[config.mk]
export PLATFORM = sky130hd
export DESIGN_NAME = cfgsel_core
export DESIGN_NICKNAME = d
export VERILOG_FILES = /design/src/rtl/cfgsel_pkg.sv /design/src/rtl/cfgsel_vreg.sv /design/src/rtl/cfgsel_otp.sv /design/src/rtl/cfgsel_cmd.sv /design/src/rtl/cfgsel_mux.sv /design/src/rtl/cfgsel_core.sv
export SDC_FILE = /design/constraint.sdc
export NUM_CORES = 1
export LEC_CHECK = 0
export ABC_AREA = 1
export BUFFER_PORTS_ARGS = -buffer_cell sky130_fd_sc_hd__buf_4
export CAP_MARGIN = 0
export CORE_UTILIZATION = 57
export DETAILED_ROUTE_END_ITERATION = 6
export GPL_ROUTABILITY_DRIVEN = 0
export PLACE_DENSITY = 0.94
export SYNTH_ARGS = -nofsm -noshare
export SYNTH_HDL_FRONTEND = slang
export SYNTH_SLANG_ARGS = --single-unit
[constraint.sdc]
create_clock -name clk -period 3.3 [get_ports clk]
set_input_delay 0.495 -clock clk [delete_from_list [all_inputs] [get_ports clk]]
set_output_delay 0.495 -clock clk [all_outputs]
set_load 0.02 [all_outputs]
[src/rtl/cfgsel_pkg.sv]
// Package: shared bit positions of the configuration selector.
// Assumes 8-bit data bytes; command and field positions are fixed.
package cfgsel_pkg;
    localparam int CMD_PROG_BIT  = 7;   // program request, self-clearing
    localparam int CMD_SRST_BIT  = 6;   // soft reset command
    localparam int CMD_SWOFF_BIT = 5;   // switch-off command
    localparam int LOCK_BIT      = 7;   // lock bit inside lock byte
    localparam int SEQ_LSB       = 0;   // power-up sequence field
    localparam int SEQ_W         = 2;
endpackage

[src/rtl/cfgsel_vreg.sv]
// Volatile configuration bytes. Never reset: contents survive shutdown
// and faults. Writes are refused while the lock is active.
module cfgsel_vreg #(
    parameter int NBYTES = 3,
    parameter int DW     = 8,
    parameter int AW     = 3
) (
    input  logic                       clk,
    input  logic                       wr_en,
    input  logic [AW-1:0]              addr,
    input  logic [DW-1:0]              wdata,
    input  logic                       locked,
    output logic [NBYTES-1:0][DW-1:0]  reg_q
);
    for (genvar i = 0; i < NBYTES; i++) begin : g_byte
        // Load byte i on an unlocked write to its address.
        always_ff @(posedge clk) begin
            if (wr_en && !locked && (addr == AW'(i)))
                reg_q[i] <= wdata;
        end
    end
endmodule

[src/rtl/cfgsel_otp.sv]
// OTP shadow bytes as a sticky array: programming ORs the volatile bytes
// in, so a bit at 1 never returns to 0. Reset models a blank part.
module cfgsel_otp #(
    parameter int NBYTES = 3,
    parameter int DW     = 8
) (
    input  logic                       clk,
    input  logic                       rst_n,
    input  logic                       prog,
    input  logic [NBYTES-1:0][DW-1:0]  reg_q,
    output logic [NBYTES-1:0][DW-1:0]  otp_q
);
    for (genvar i = 0; i < NBYTES; i++) begin : g_byte
        // Blank on reset, accumulate volatile data on a program cycle.
        always_ff @(posedge clk) begin
            if (!rst_n)
                otp_q[i] <= '0;
            else if (prog)
                otp_q[i] <= otp_q[i] | reg_q[i];
        end
    end
endmodule

[src/rtl/cfgsel_cmd.sv]
// Command register: select bits, soft-reset, switch-off and a program
// request that lasts one cycle. Cleared by reset, shutdown and faults.
// While locked only the soft-reset and switch-off bits take writes.
module cfgsel_cmd
    import cfgsel_pkg::*;
#(
    parameter int NBYTES = 3,
    parameter int DW     = 8
) (
    input  logic          clk,
    input  logic          rst_n,
    input  logic          clear,
    input  logic          wr_cmd,
    input  logic [DW-1:0] wdata,
    input  logic          locked,
    input  logic          prog_supply_ok,
    output logic [DW-1:0] cmd_q
);
    localparam logic [DW-1:0] SEL_MASK  = DW'((1 << NBYTES) - 1);
    localparam logic [DW-1:0] KEEP_MASK = SEL_MASK
                                        | (DW'(1) << CMD_SRST_BIT)
                                        | (DW'(1) << CMD_SWOFF_BIT);
    localparam logic [DW-1:0] LOCK_MASK = (DW'(1) << CMD_SRST_BIT)
                                        | (DW'(1) << CMD_SWOFF_BIT);

    logic [DW-1:0] next_unlocked;

    // Build the unlocked write value; program bit only with supply present.
    always_comb begin
        next_unlocked = wdata & KEEP_MASK;
        next_unlocked[CMD_PROG_BIT] = wdata[CMD_PROG_BIT] & prog_supply_ok;
    end

    // Register update with clear priority, lock gating and program self-clear.
    always_ff @(posedge clk) begin
        if (!rst_n || clear)
            cmd_q <= '0;
        else if (wr_cmd && locked)
            cmd_q <= (cmd_q & ~LOCK_MASK) | (wdata & LOCK_MASK);
        else if (wr_cmd)
            cmd_q <= next_unlocked;
        else
            cmd_q[CMD_PROG_BIT] <= 1'b0;
    end
endmodule

[src/rtl/cfgsel_mux.sv]
// Per-byte source selection: select bit 1 takes the volatile byte,
// 0 takes the OTP byte.
module cfgsel_mux #(
    parameter int NBYTES = 3,
    parameter int DW     = 8
) (
    input  logic [NBYTES-1:0]          sel,
    input  logic [NBYTES-1:0][DW-1:0]  reg_q,
    input  logic [NBYTES-1:0][DW-1:0]  otp_q,
    output logic [NBYTES-1:0][DW-1:0]  act
);
    for (genvar i = 0; i < NBYTES; i++) begin : g_byte
        assign act[i] = sel[i] ? reg_q[i] : otp_q[i];
    end
endmodule

[src/rtl/cfgsel_core.sv]
// Top of the configuration selector. Connects volatile bytes, OTP array,
// command register and source mux; decodes reads. The lock comes from
// the active (selected) copy of the last byte.
module cfgsel_core
    import cfgsel_pkg::*;
#(
    parameter int NBYTES   = 3,
    parameter int DW       = 8,
    parameter int AW       = 3,
    parameter int CMD_ADDR = 4
) (
    input  logic                 clk,
    input  logic                 rst_n,
    input  logic                 wr_en,
    input  logic [AW-1:0]        addr,
    input  logic [DW-1:0]        wdata,
    output logic [DW-1:0]        rdata,
    input  logic                 shutdown,
    input  logic                 uvlo_fault,
    input  logic                 thermal_fault,
    input  logic                 prog_supply_ok,
    output logic [NBYTES*DW-1:0] active_cfg,
    output logic                 outputs_en,
    output logic                 soft_rst,
    output logic                 sw_off
);
    localparam int LOCK_BYTE = NBYTES - 1;

    logic [NBYTES-1:0][DW-1:0] reg_q, otp_q, act;
    logic [DW-1:0]             cmd_q;
    logic                      locked;
    logic                      wr_cmd;
    logic                      clear;
    logic [NBYTES*DW-1:0]      reg_flat, otp_flat;

    assign clear    = shutdown | uvlo_fault | thermal_fault;
    assign wr_cmd   = wr_en && (addr == AW'(CMD_ADDR));
    assign locked   = act[LOCK_BYTE][LOCK_BIT];
    assign reg_flat = reg_q;
    assign otp_flat = otp_q;

    cfgsel_vreg #(.NBYTES(NBYTES), .DW(DW), .AW(AW)) u_vreg (
        .clk(clk), .wr_en(wr_en), .addr(addr), .wdata(wdata),
        .locked(locked), .reg_q(reg_q)
    );

    cfgsel_otp #(.NBYTES(NBYTES), .DW(DW)) u_otp (
        .clk(clk), .rst_n(rst_n), .prog(cmd_q[CMD_PROG_BIT]),
        .reg_q(reg_q), .otp_q(otp_q)
    );

    cfgsel_cmd #(.NBYTES(NBYTES), .DW(DW)) u_cmd (
        .clk(clk), .rst_n(rst_n), .clear(clear), .wr_cmd(wr_cmd),
        .wdata(wdata), .locked(locked), .prog_supply_ok(prog_supply_ok),
        .cmd_q(cmd_q)
    );

    cfgsel_mux #(.NBYTES(NBYTES), .DW(DW)) u_mux (
        .sel(cmd_q[NBYTES-1:0]), .reg_q(reg_q), .otp_q(otp_q), .act(act)
    );

    assign active_cfg = act;
    assign outputs_en = |act[LOCK_BYTE][SEQ_LSB +: SEQ_W];
    assign soft_rst   = cmd_q[CMD_SRST_BIT];
    assign sw_off     = cmd_q[CMD_SWOFF_BIT];

    // Read decode: volatile bytes, command register, zero elsewhere.
    always_comb begin
        rdata = '0;
        if (addr == AW'(CMD_ADDR))
            rdata = cmd_q;
        for (int i = 0; i < NBYTES; i++)
            if (addr == AW'(i))
                rdata = reg_q[i];
    end
endmodule

==> summary.txt, run 1 <==
Outcome
  – Status: completed

Synthesis
  – Mapped Nets: 290
  – Area leader, netlist: edfxtp_1
  – Yosys reg bits: 54
  – Top cells by area, synth: edfxtp_1, dfxtp_1, nand2_1
  – Synth cell types: 26
  – Mapped Avg Cell Area: about 8.5 µm²
  – Async SR Flop Fraction: 0
  – Post-synthesis cell count: 272
  – Synth warnings: 0
  – Post-synthesis sequential area ratio: 0.571
  – Post-synth EDFFs: 24
  – Netlist Area Pre-Place: 2320 µm²
  – Top FF cell, synth: dfxtp_1
  – Top-area cell type share of the netlist area: 0.311

Floorplanning
  – Starting Density: 0.614
  – Die width: 65.7 µm
  – I/O pins: 53
  – Core area: 3770 µm²
  – Die ar.: 4320 µm²
  – Die H: 65.7 µm
  – Cell Rows: 22

CTS
  – H-tree levels: 2
  – Sink Count: 54
  – Clk Latency, worst-skew pair: about 0.32 ns
  – CTS tree: yes
  – Root Driver: clkbuf_8
  – CTS Buf Count: 5
  – Clock-pin slew on the worst setup and hold paths: 0.09 ns
  – Post-CTS Setup Bufs: 0
  – Post-cts gate resize count: 0
  – Hold-fix buffers at CTS: 0
  – Max Root-Sink Buffers: 2

Layout
  – Nets: 340
  – Final instance area: 2800 µm²
  – Area growth syn-to-layout: 20.9%
  – Antenna Cells: 0
  – Layout cells sized above 1: 0.224
  – Final Util: 0.742
  – Filler Cell Count: about 280

Setup path
  – Crit Reg-Reg Startpoint: u_cmd.cmd_q[2]
  – CP endpoint kind: primary output
  – Worst Path Arrival: approximately 1.7 ns
  – WS Path Type: flop to primary output
  – Worst setup SP type: flop
  – R2r setup slk: 1.16 ns
  – Setup crit start: u_cmd.cmd_q[2]
  – CP Max Fanout: 16
  – WP data required: roughly 2.8 ns

Place
  – Dpl hpwl: between 3 and 4 mm
  – Placed inst area: about 2700 µm²
  – I/O Buffers: 52

Detailed routing
  – Per-cell routed wire length: around 15 µm
  – Via density: 5.42
  – Pre-Repair DR Iteration Count: 5
  – Final wirelength: between 5 and 6 mm
  – DRT antenna net count: 0
  – Vias: 2,007
  – Detailed router's first-iteration violation count: between 150 and 200
  – Detailed-route DRC error count: 0

STA
  – Setup Skew: approximately 0.0047 ns
  – Setup Viol. Count Final: 0
  – Final Cycle Share: 0.663
  – Total negative slack: 0 ns
  – Max-slew violations: 0
  – Measured slew at the worst slew-check pin: 0.798 ns
  – Achievable Freq: 457 MHz
  – Fin crit period: 2.19 ns
  – RSZ-0062 raised after global routing: false
  – Final count of hold timing violations: 0
  – Max-slew headroom: 0.467

Global route
  – All-layer global routing usage: 0.287
  – Largest net degree at the start of global routing: 26
  – GR Overflow Total: 0
  – Initial antenna violation count: 0
  – Vias in the first global route: between 1,500 and 2,000
  – Global-route wire length before repair: just under 9 mm

Pwr
  – Peak supply drop: 0.300 mV
  – Power Density: around 400 nW/µm²
  – Leakage: 1.08 nW

Flow run
  – MaxCap Viol Count: 0

Min path
  – Hold_sp: wdata[4]
  – Hold Path Class: input pin to flop
power breakdown:
group	switching, mW	internal [mW]
combinational	0.0483	0.0309
clock	0.205	0.147
sequential	0.00490	0.704
Yosys cell counts, types with 2 or more instances:
library cell	number
nor3_1	2
nand4_1	6
clkbuf_1	3
nor2_1	11
dfxtp_1	30
buf_1	2
nand2_2	2
inv_2	2
nor4_1	2
buf_6	2
inv_1	28
o21ai_0	22
a21oi_1	26
nand2_1	89
buf_2	5
nand3_1	7
edfxtp_1	24
path summary, 6_finish.rpt:
path,cells after the start,endpoint
max,4,outputs_en
min,1,u_vreg.reg_q[4]
max reg2reg,5,u_vreg.reg_q[1]
min reg2reg,2,u_otp.otp_q[15]
sequential cells by signal (all words and copies together), names as in the netlist:
name          cells
u_vreg.reg_q     24
u_otp.otp_q      24
u_cmd.cmd_q       6
worst max-delay path, cell delays in order (launching register included):
cell and delay [ns]:
dfxtp_1 0.67, inv_2 0.12, o21ai_0 0.28, nand3_1 0.13
buf_4 0.18
routing by layer:
metal	wire length (µm)	share of wire	global-route usage
met1	2050	0.38	0.346
met2	2810	0.52	0.483
met3	479	0.088	0.0590
met4	112	0.021	0.139
met5	0	0	0
kinds of logic after synthesis:
kind of cell / Yosys count / synth area share
AO/OA/AOI/OAI: 48 / 0.104
buffers and inverters: 43 / 0.0805
flip-flops: 54 / 0.571
AND/OR/NAND/NOR: 127 / 0.245
layout by cell type, fill, tap and decap left out, types with 5 or more instances in the layout:
cell / Yosys / final
clkbuf_8: 0 / 5
a21oi_1: 26 / 26
nand3_1: 7 / 7
edfxtp_1: 24 / 24
nand4_1: 6 / 6
inv_1: 28 / 28
nand2_1: 89 / 89
o21ai_0: 22 / 22
dfxtp_1: 30 / 30
nor2_1: 11 / 11
buf_4: 1 / 56
metrics by stage:
stage                     worst slack (ns)  hold WS (ns)  cells  total power, mW
after floorplan                       1.36         0.429    272            0.762
after global placement                1.30         0.437    363            0.800
after detailed placement              1.22         0.444    363            0.803
after CTS                             1.12         0.372    370             1.14
after global routing                 0.917         0.359    370             1.17
final                                 1.11         0.366    370             1.14
final cells by class:
class | count | area, µm² | share of cell area
Clock buffer | 7 | 76.3 | 0.0273
Sequential cell | 54 | 1320 | 0.472
Timing Repair Buffer | 56 | 420 | 0.150
Inverter | 30 | 113 | 0.0402
Multi-Input combinational cell | 175 | 808 | 0.289
Tap cell | 48 | 60.1 | 0.0215
No activity file was read; power rests on OpenSTA's default activity.
==> run 2: changes to the inputs <==
CORE_UTILIZATION = 53   (was 57)
PLACE_DENSITY = 0.89   (was 0.94)
clock period = 2.1 ns   (was 3.3 ns; I/O delays follow)
==> summary.txt, run 2 (synthesized netlist as in run 1, its figures left out) <==
Detailed routing
  – Via density: 5.39 (-0.56%)
  – Pre-Repair DR Iteration Count: 5 (unchanged)
  – Vias: 2,012 (+0.25%)
  – Detailed router's first-iteration violation count: 216 (+23%)
  – Final wirelength: 5.27 mm (-3.4%)
  – DRT antenna net count: 0 (unchanged)
  – Per-cell routed wire length: 14.1 µm (-4.2%)
  – Detailed-route DRC error count: 0 (unchanged)

Setup path
  – R2r setup slk: 0.19 ns (-0.97 ns)
  – CP endpoint: outputs_en
  – WP data required: 1.78 ns (-1.02 ns)
  – CP endpoint kind: primary output
  – Worst Path Arrival: 1.62 ns (-0.07 ns)
  – R2R cell count: 5 (unchanged)
  – Setup crit start: u_cmd.cmd_q[2]
  – Crit Reg-Reg Startpoint: u_cmd.cmd_q[2]
  – WS Path Type: flop to primary output
  – CP Max Fanout: 16 (unchanged)
  – Worst reg2reg endpoint: u_vreg.reg_q[2]
  – Worst setup SP type: flop

STA
  – Final Cycle Share: 0.921
  – Measured slew at the worst slew-check pin: 0.801 ns (+0.00307 ns)
  – Fin crit period: 1.93 ns
  – Achievable Freq: 517 MHz
  – Final count of hold timing violations: 0 (unchanged)
  – Max-slew violations: 0 (unchanged)
  – Total negative slack: 0 ns (unchanged)
  – Max-slew headroom: 0.465 (-0.00205)
  – RSZ-0062 raised after global routing: false
  – Setup Skew: 0.00989 ns (+0.00519 ns)
  – Setup Viol. Count Final: 0 (unchanged)

Pwr
  – Switching pwr: 419 µW (+62%)
  – Clock Power Share: 0.327 (+0.018)
  – Sw Share: 0.228 (+0.000919)
  – Peak supply drop: 0.461 mV (+53%)
  – Flop pwr share: 0.605 (-0.017)
  – Gate power share: 0.067 (-0.003)
  – Int Pwr: 1.42 mW (+61%)
  – Power Density: 653 nW/µm² (+60%)
  – Leakage: 1.10 nW (+1.2%)

Global route
  – GR Overflow Total: 0 (unchanged)
  – Vias in the first global route: 1,731 (-7.7%)
  – All-layer global routing usage: 0.240 (-0.0469)
  – Largest net degree at the start of global routing: 25 (-3.8%)
  – Initial antenna violation count: 0 (unchanged)
  – Global-route wire length before repair: 7.99 mm (-10%)

CTS
  – Max Root-Sink Buffers: 2 (unchanged)
  – CTS Buf Count: 5 (unchanged)
  – CTS tree: yes
  – Post-cts gate resize count: 0 (unchanged)
  – Root Driver: clkbuf_8
  – Clk Latency, worst-skew pair: 0.32 ns (about the same)
  – H-tree levels: 2 (unchanged)
  – Post-CTS Setup Bufs: 0 (unchanged)
  – Hold-fix buffers at CTS: 0 (unchanged)
  – Clock-pin slew on the worst setup and hold paths: 0.09 ns (about the same)
  – Sink Count: 54 (unchanged)

Place
  – Placed Instances: 365 (+0.55%)
  – I/O Buffers: 52 (unchanged)
  – Dpl hpwl: 3.82 mm (-4.0%)

Min path
  – Hold Path Class: input pin to flop

Floorplanning
  – Die ar.: 4640 µm² (+7.3%)
  – Cell Rows: 23 (+4.5%)
  – Core area: 4090 µm² (+8.4%)
  – Die H: 68.1 µm (+3.6%)
  – Starting Density: 0.567 (-0.0474)
  – Die width: 68.1 µm (+3.6%)
  – I/O pins: 53 (unchanged)

Layout
  – Antenna Cells: 0 (unchanged)
  – Commonest non-fill, non-tap cell in the layout: nand2_1
  – Nets: 340 (unchanged)
  – Layout cells sized above 1: 0.232 (+0.00860)
  – Most frequent cells in the layout: nand2_1, buf_4, dfxtp_1
  – Area growth syn-to-layout: 21.7%
  – Non-filler cells, final: 373 (+0.81%)
  – Biggest regs: u_otp.otp_q: 24 flops, u_vreg.reg_q: 24 flops, u_cmd.cmd_q: 6 flops

Outcome
  – Status: completed

Flow run
  – MaxCap Viol Count: 0 (unchanged)
==> run 2: power by group through the flow <==
stage | registers [mW] | clock network [mW] | logic [mW]
2_1_floorplan | 1.14 | 0 | 0.0621
5_1_grt | 1.12 | 0.646 | 0.131
3_5_place_dp | 1.14 | 0 | 0.122
4_1_cts | 1.11 | 0.612 | 0.122
6_report | 1.11 | 0.602 | 0.124
3_3_place_gp | 1.14 | 0 | 0.119
==> run 2: worst min-delay path by stage <==
stage                         from               end  slack [ns]  cells after the start
global route              wdata[4]  u_vreg.reg_q[12]        0.18                      1
floorplan                 wdata[0]   u_vreg.reg_q[0]        0.41                      0
finish                    wdata[4]  u_vreg.reg_q[12]        0.20                      1
detailed placement  u_otp.otp_q[5]    u_otp.otp_q[5]        0.44                      2
global placement    u_otp.otp_q[4]    u_otp.otp_q[4]        0.44                      2
CTS                       wdata[3]  u_vreg.reg_q[11]        0.19                      1
==> run 2: cell type report <==
class / count / area, µm²
clock inverters: 2 / 11.3
repair buffers: 56 / 420
fillers: 326 / 1270
multi-input cells: 175 / 808
inverters: 30 / 113
flip-flops and latches: 54 / 1320
clock buffers: 6 / 82.6
well taps: 50 / 62.6
==> run 2: worst max-delay path: stages (launching register included) <==
cell	delay [ns]
dfxtp_1	0.66
inv_2	0.10
o21ai_0	0.26
nand3_1	0.11
buf_4	0.17
==> run 2: per-stage QoR <==
step | hold slack (ns) | util | instance area [µm²] | power, mW | setup WS [ns]
final | 0.197 | 0.690 | 2820 | 1.84 | 0.166
after global routing | 0.182 | 0.690 | 2820 | 1.89 | 0.0971
after CTS | 0.188 | 0.690 | 2820 | 1.85 | 0.161
after detailed placement | 0.442 | 0.667 | 2730 | 1.26 | 0.275
after global placement | 0.437 | 0.667 | 2730 | 1.26 | 0.425
after floorplan | 0.414 | - | 2320 | 1.20 | 0.248
==> run 2: metal layers <==
metal  global-route usage  wire [µm]  up-vias
li1                     -          -      978
met1                0.329       2180      931
met2                0.377       2560       96
met3               0.0567        465        7
met4               0.0703         64        0
met5                    0          0        -
==> run 3: changes to the inputs <==
CORE_UTILIZATION = 54   (was 53)
SYNTH_HIERARCHICAL = 1   (was default)
==> summary.txt, run 3 <==
Layout
  – Area growth syn-to-layout: 18.3%
  – Filler Cell Count: 371 (+14%)
  – Nets: 394 (+16%)
  – Commonest non-fill, non-tap cell in the layout: nand2_1
  – Layout cells sized above 1: 0.252 (+0.0198)
  – Antenna Cells: 0 (unchanged)
  – Final instance area: 3060 µm² (+8.6%)
  – Most frequent cells in the layout: nand2_1, buf_4, inv_1
  – Biggest regs: u_otp/otp_q: 24 flops, u_vreg/reg_q: 24 flops, u_cmd/cmd_q: 6 flops
  – Final Util: 0.684 (-0.00583)

Floorplanning
  – I/O pins: 53 (unchanged)
  – Die ar.: 5070 µm² (+9.3%)
  – Cell Rows: 24 (+4.3%)
  – Die width: 71.2 µm (+4.6%)
  – Die H: 71.2 µm (+4.6%)
  – Core area: 4470 µm² (+9.5%)
  – Starting Density: 0.578 (+0.0113)

CTS
  – CTS tree: yes
  – Post-CTS Setup Bufs: 0 (unchanged)
  – Clock-pin slew on the worst setup and hold paths: 0.09 ns (about the same)
  – Root Driver: clkbuf_8
  – Max Root-Sink Buffers: 2 (unchanged)
  – Clk Latency, worst-skew pair: 0.30 ns (-0.02 ns)
  – Post-cts gate resize count: 0 (unchanged)
  – Hold-fix buffers at CTS: 0 (unchanged)
  – H-tree levels: 2 (unchanged)
  – Sink Count: 54 (unchanged)
  – CTS Buf Count: 5 (unchanged)

Pwr
  – Peak supply drop: 0.485 mV (+5.3%)
  – Int Pwr: 1.39 mW (-2.0%)
  – Switching pwr: 423 µW (+0.81%)
  – Sw Share: 0.233 (+0.00492)
  – Clock Power Share: 0.305 (-0.022)
  – Total power: 1.82 mW (-1.3%)
  – Leakage: 1.30 nW (+19%)
  – Power Density: 593 nW/µm² (-9.1%)
  – Gate power share: 0.082 (+0.015)
  – Flop pwr share: 0.613 (+0.008)

Synthesis
  – Area leader, netlist: edfxtp_1
  – Netlist Area Pre-Place: 2590 µm² (+12%)
  – Top cells by area, synth: edfxtp_1, dfxtp_1, nand2_1
  – Mapped Avg Cell Area: 8.03 µm² (-5.7%)
  – Synth cell types: 23 (-12%)
  – Async SR Flop Fraction: 0 (unchanged)
  – Post-synthesis sequential area ratio: 0.511 (-0.0596)
  – Synth cell count leaders: nand2_1, inv_1, dfxtp_1, edfxtp_1, a21oi_2
  – Yosys reg bits: 54 (unchanged)
  – Top-area cell type share of the netlist area: 0.279 (-0.0325)
  – Synth warnings: 6 (+6)
  – Post-synthesis cell count: 322 (+18%)
  – Post-synth EDFFs: 24 (unchanged)
  – Top-count cell post-synth: nand2_1
  – Top FF cell, synth: dfxtp_1

Setup path
  – R2r setup slk: 0.35 ns (+0.16 ns)
  – CP endpoint: u_vreg/reg_q[20]
  – Worst reg2reg endpoint: u_vreg/reg_q[20]
  – Worst Path Arrival: 1.69 ns (+0.07 ns)
  – WP data required: 2.04 ns (+0.26 ns)
  – Worst setup SP type: flop
  – WS Path Type: flop to flop
  – Setup crit start: u_cmd/cmd_q[2]
  – CP Max Fanout: 8 (-8)
  – R2R cell count: 6 (+1)
  – CP endpoint kind: flop
  – Crit Reg-Reg Startpoint: u_cmd/cmd_q[2]

Min path
  – Hold Path Class: input pin to flop

Outcome
  – Status: finished with violations
  – Failing checks: design-rule violations

Detailed routing
  – Detailed router's first-iteration violation count: 168 (-22%)
  – Vias: 2,266 (+13%)
  – Via density: 5.28 (-2.1%)
  – Pre-Repair DR Iteration Count: 7 (+2)
  – Per-cell routed wire length: 13.8 µm (-2.2%)
  – DRT antenna net count: 0 (unchanged)
  – Final wirelength: 5.93 mm (+12%)
  – Detailed-route DRC error count: 4 (+4)

STA
  – Total negative slack: 0 ns (unchanged)
  – Max-slew headroom: 0.578 (+0.113)
  – Max-slew violations: 0 (unchanged)
  – Final count of hold timing violations: 0 (unchanged)
  – RSZ-0062 raised after global routing: false
  – Setup Skew: 0.00409 ns (-0.00580 ns)
  – Fin crit period: 1.75 ns (-0.186 ns)
  – Setup Viol. Count Final: 0 (unchanged)
  – Measured slew at the worst slew-check pin: 0.631 ns (-0.170 ns)
  – Achievable Freq: 572 MHz (+11%)
  – Final Cycle Share: 0.832 (-0.0888)

Place
  – Dpl hpwl: 4.37 mm (+14%)
  – I/O Buffers: 52 (unchanged)
  – Placed inst area: 2980 µm² (+9.4%)

Global route
  – Initial antenna violation count: 0 (unchanged)
  – Largest net degree at the start of global routing: 26 (+4.0%)
  – GR Overflow Total: 0 (unchanged)
  – All-layer global routing usage: 0.252 (+0.0124)
  – Vias in the first global route: 2,152 (+24%)
  – Global-route wire length before repair: 9.79 mm (+23%)

Flow run
  – MaxCap Viol Count: 0 (unchanged)
-- run 3: metal layers --
| layer | share of wire | wire, µm | track usage | vias to the layer above |
|---|---|---|---|---|
| li1 | - | - | - | 1101 |
| met1 | 0.40 | 2390 | 0.312 | 1054 |
| met2 | 0.51 | 3030 | 0.441 | 99 |
| met3 | 0.073 | 435 | 0.0513 | 12 |
| met4 | 0.013 | 79 | 0.0822 | 0 |
| met5 | 0 | 0 | 0 | - |
-- run 3: stage by stage --
step / hold WS [ns] / setup WS [ns] / std cells
2_1_floorplan: 0.414 / 0.342 / 323
3_3_place_gp: 0.436 / 0.449 / 421
3_5_place_dp: 0.441 / 0.360 / 421
4_1_cts: 0.202 / 0.339 / 429
5_1_grt: 0.200 / 0.231 / 429
6_report: 0.211 / 0.352 / 429
-- run 3: worst min path at each step --
stage / start / end / slack, ns / depth (start not counted)
2_1_floorplan: wdata[0] / u_vreg/reg_q[0] / 0.41 / 0
3_3_place_gp: u_otp/otp_q[4] / u_otp/otp_q[4] / 0.44 / 2
3_5_place_dp: u_otp/otp_q[23] / u_otp/otp_q[23] / 0.44 / 2
4_1_cts: wdata[3] / u_vreg/reg_q[11] / 0.20 / 1
5_1_grt: wdata[3] / u_vreg/reg_q[11] / 0.20 / 1
6_report: wdata[3] / u_vreg/reg_q[11] / 0.21 / 1
-- run 3: worst max-delay path, cell delays in order, from the launching register on --
cell and delay, ns:
dfxtp_1 0.39, inv_2 0.10, nand2_1 0.07, nand2_1 0.14, inv_1 0.11, nand3_1 0.07, nor2_1 0.51
-- run 3: logic make-up (layout without fill, tap and decap cells) --
kind of cell           after synthesis  in the layout  share of synthesized area
and+or+nand+nor                    175            175                      0.282
buffers and inverters               55            109                      0.104
DFF                                 54             54                      0.511
AOI/OAI and AO/OA                   37             37                      0.102
other                                1              2                    0.00145
-- run 3: power by group through the flow --
stage | Combinational [mW] | Clock (mW) | Sequential, mW
floorplan | 0.0790 | 0 | 1.14
global placement | 0.144 | 0 | 1.14
detailed placement | 0.148 | 0 | 1.14
CTS | 0.148 | 0.569 | 1.11
global route | 0.161 | 0.594 | 1.11
finish | 0.148 | 0.555 | 1.11
-- run 3: layout make-up --
| class | instances | area (µm²) | share of cell area |
|---|---|---|---|
| Sequential cell | 54 | 1320 | 0.432 |
| Multi-Input combinational cell | 214 | 1000 | 0.327 |
| Timing Repair Buffer | 57 | 428 | 0.140 |
| Inverter | 44 | 165 | 0.0540 |
| Clock buffer | 7 | 76.3 | 0.0249 |
| Tap cell | 52 | 65.1 | 0.0213 |
| Clock inverter | 1 | 3.75 | 0.00123 |
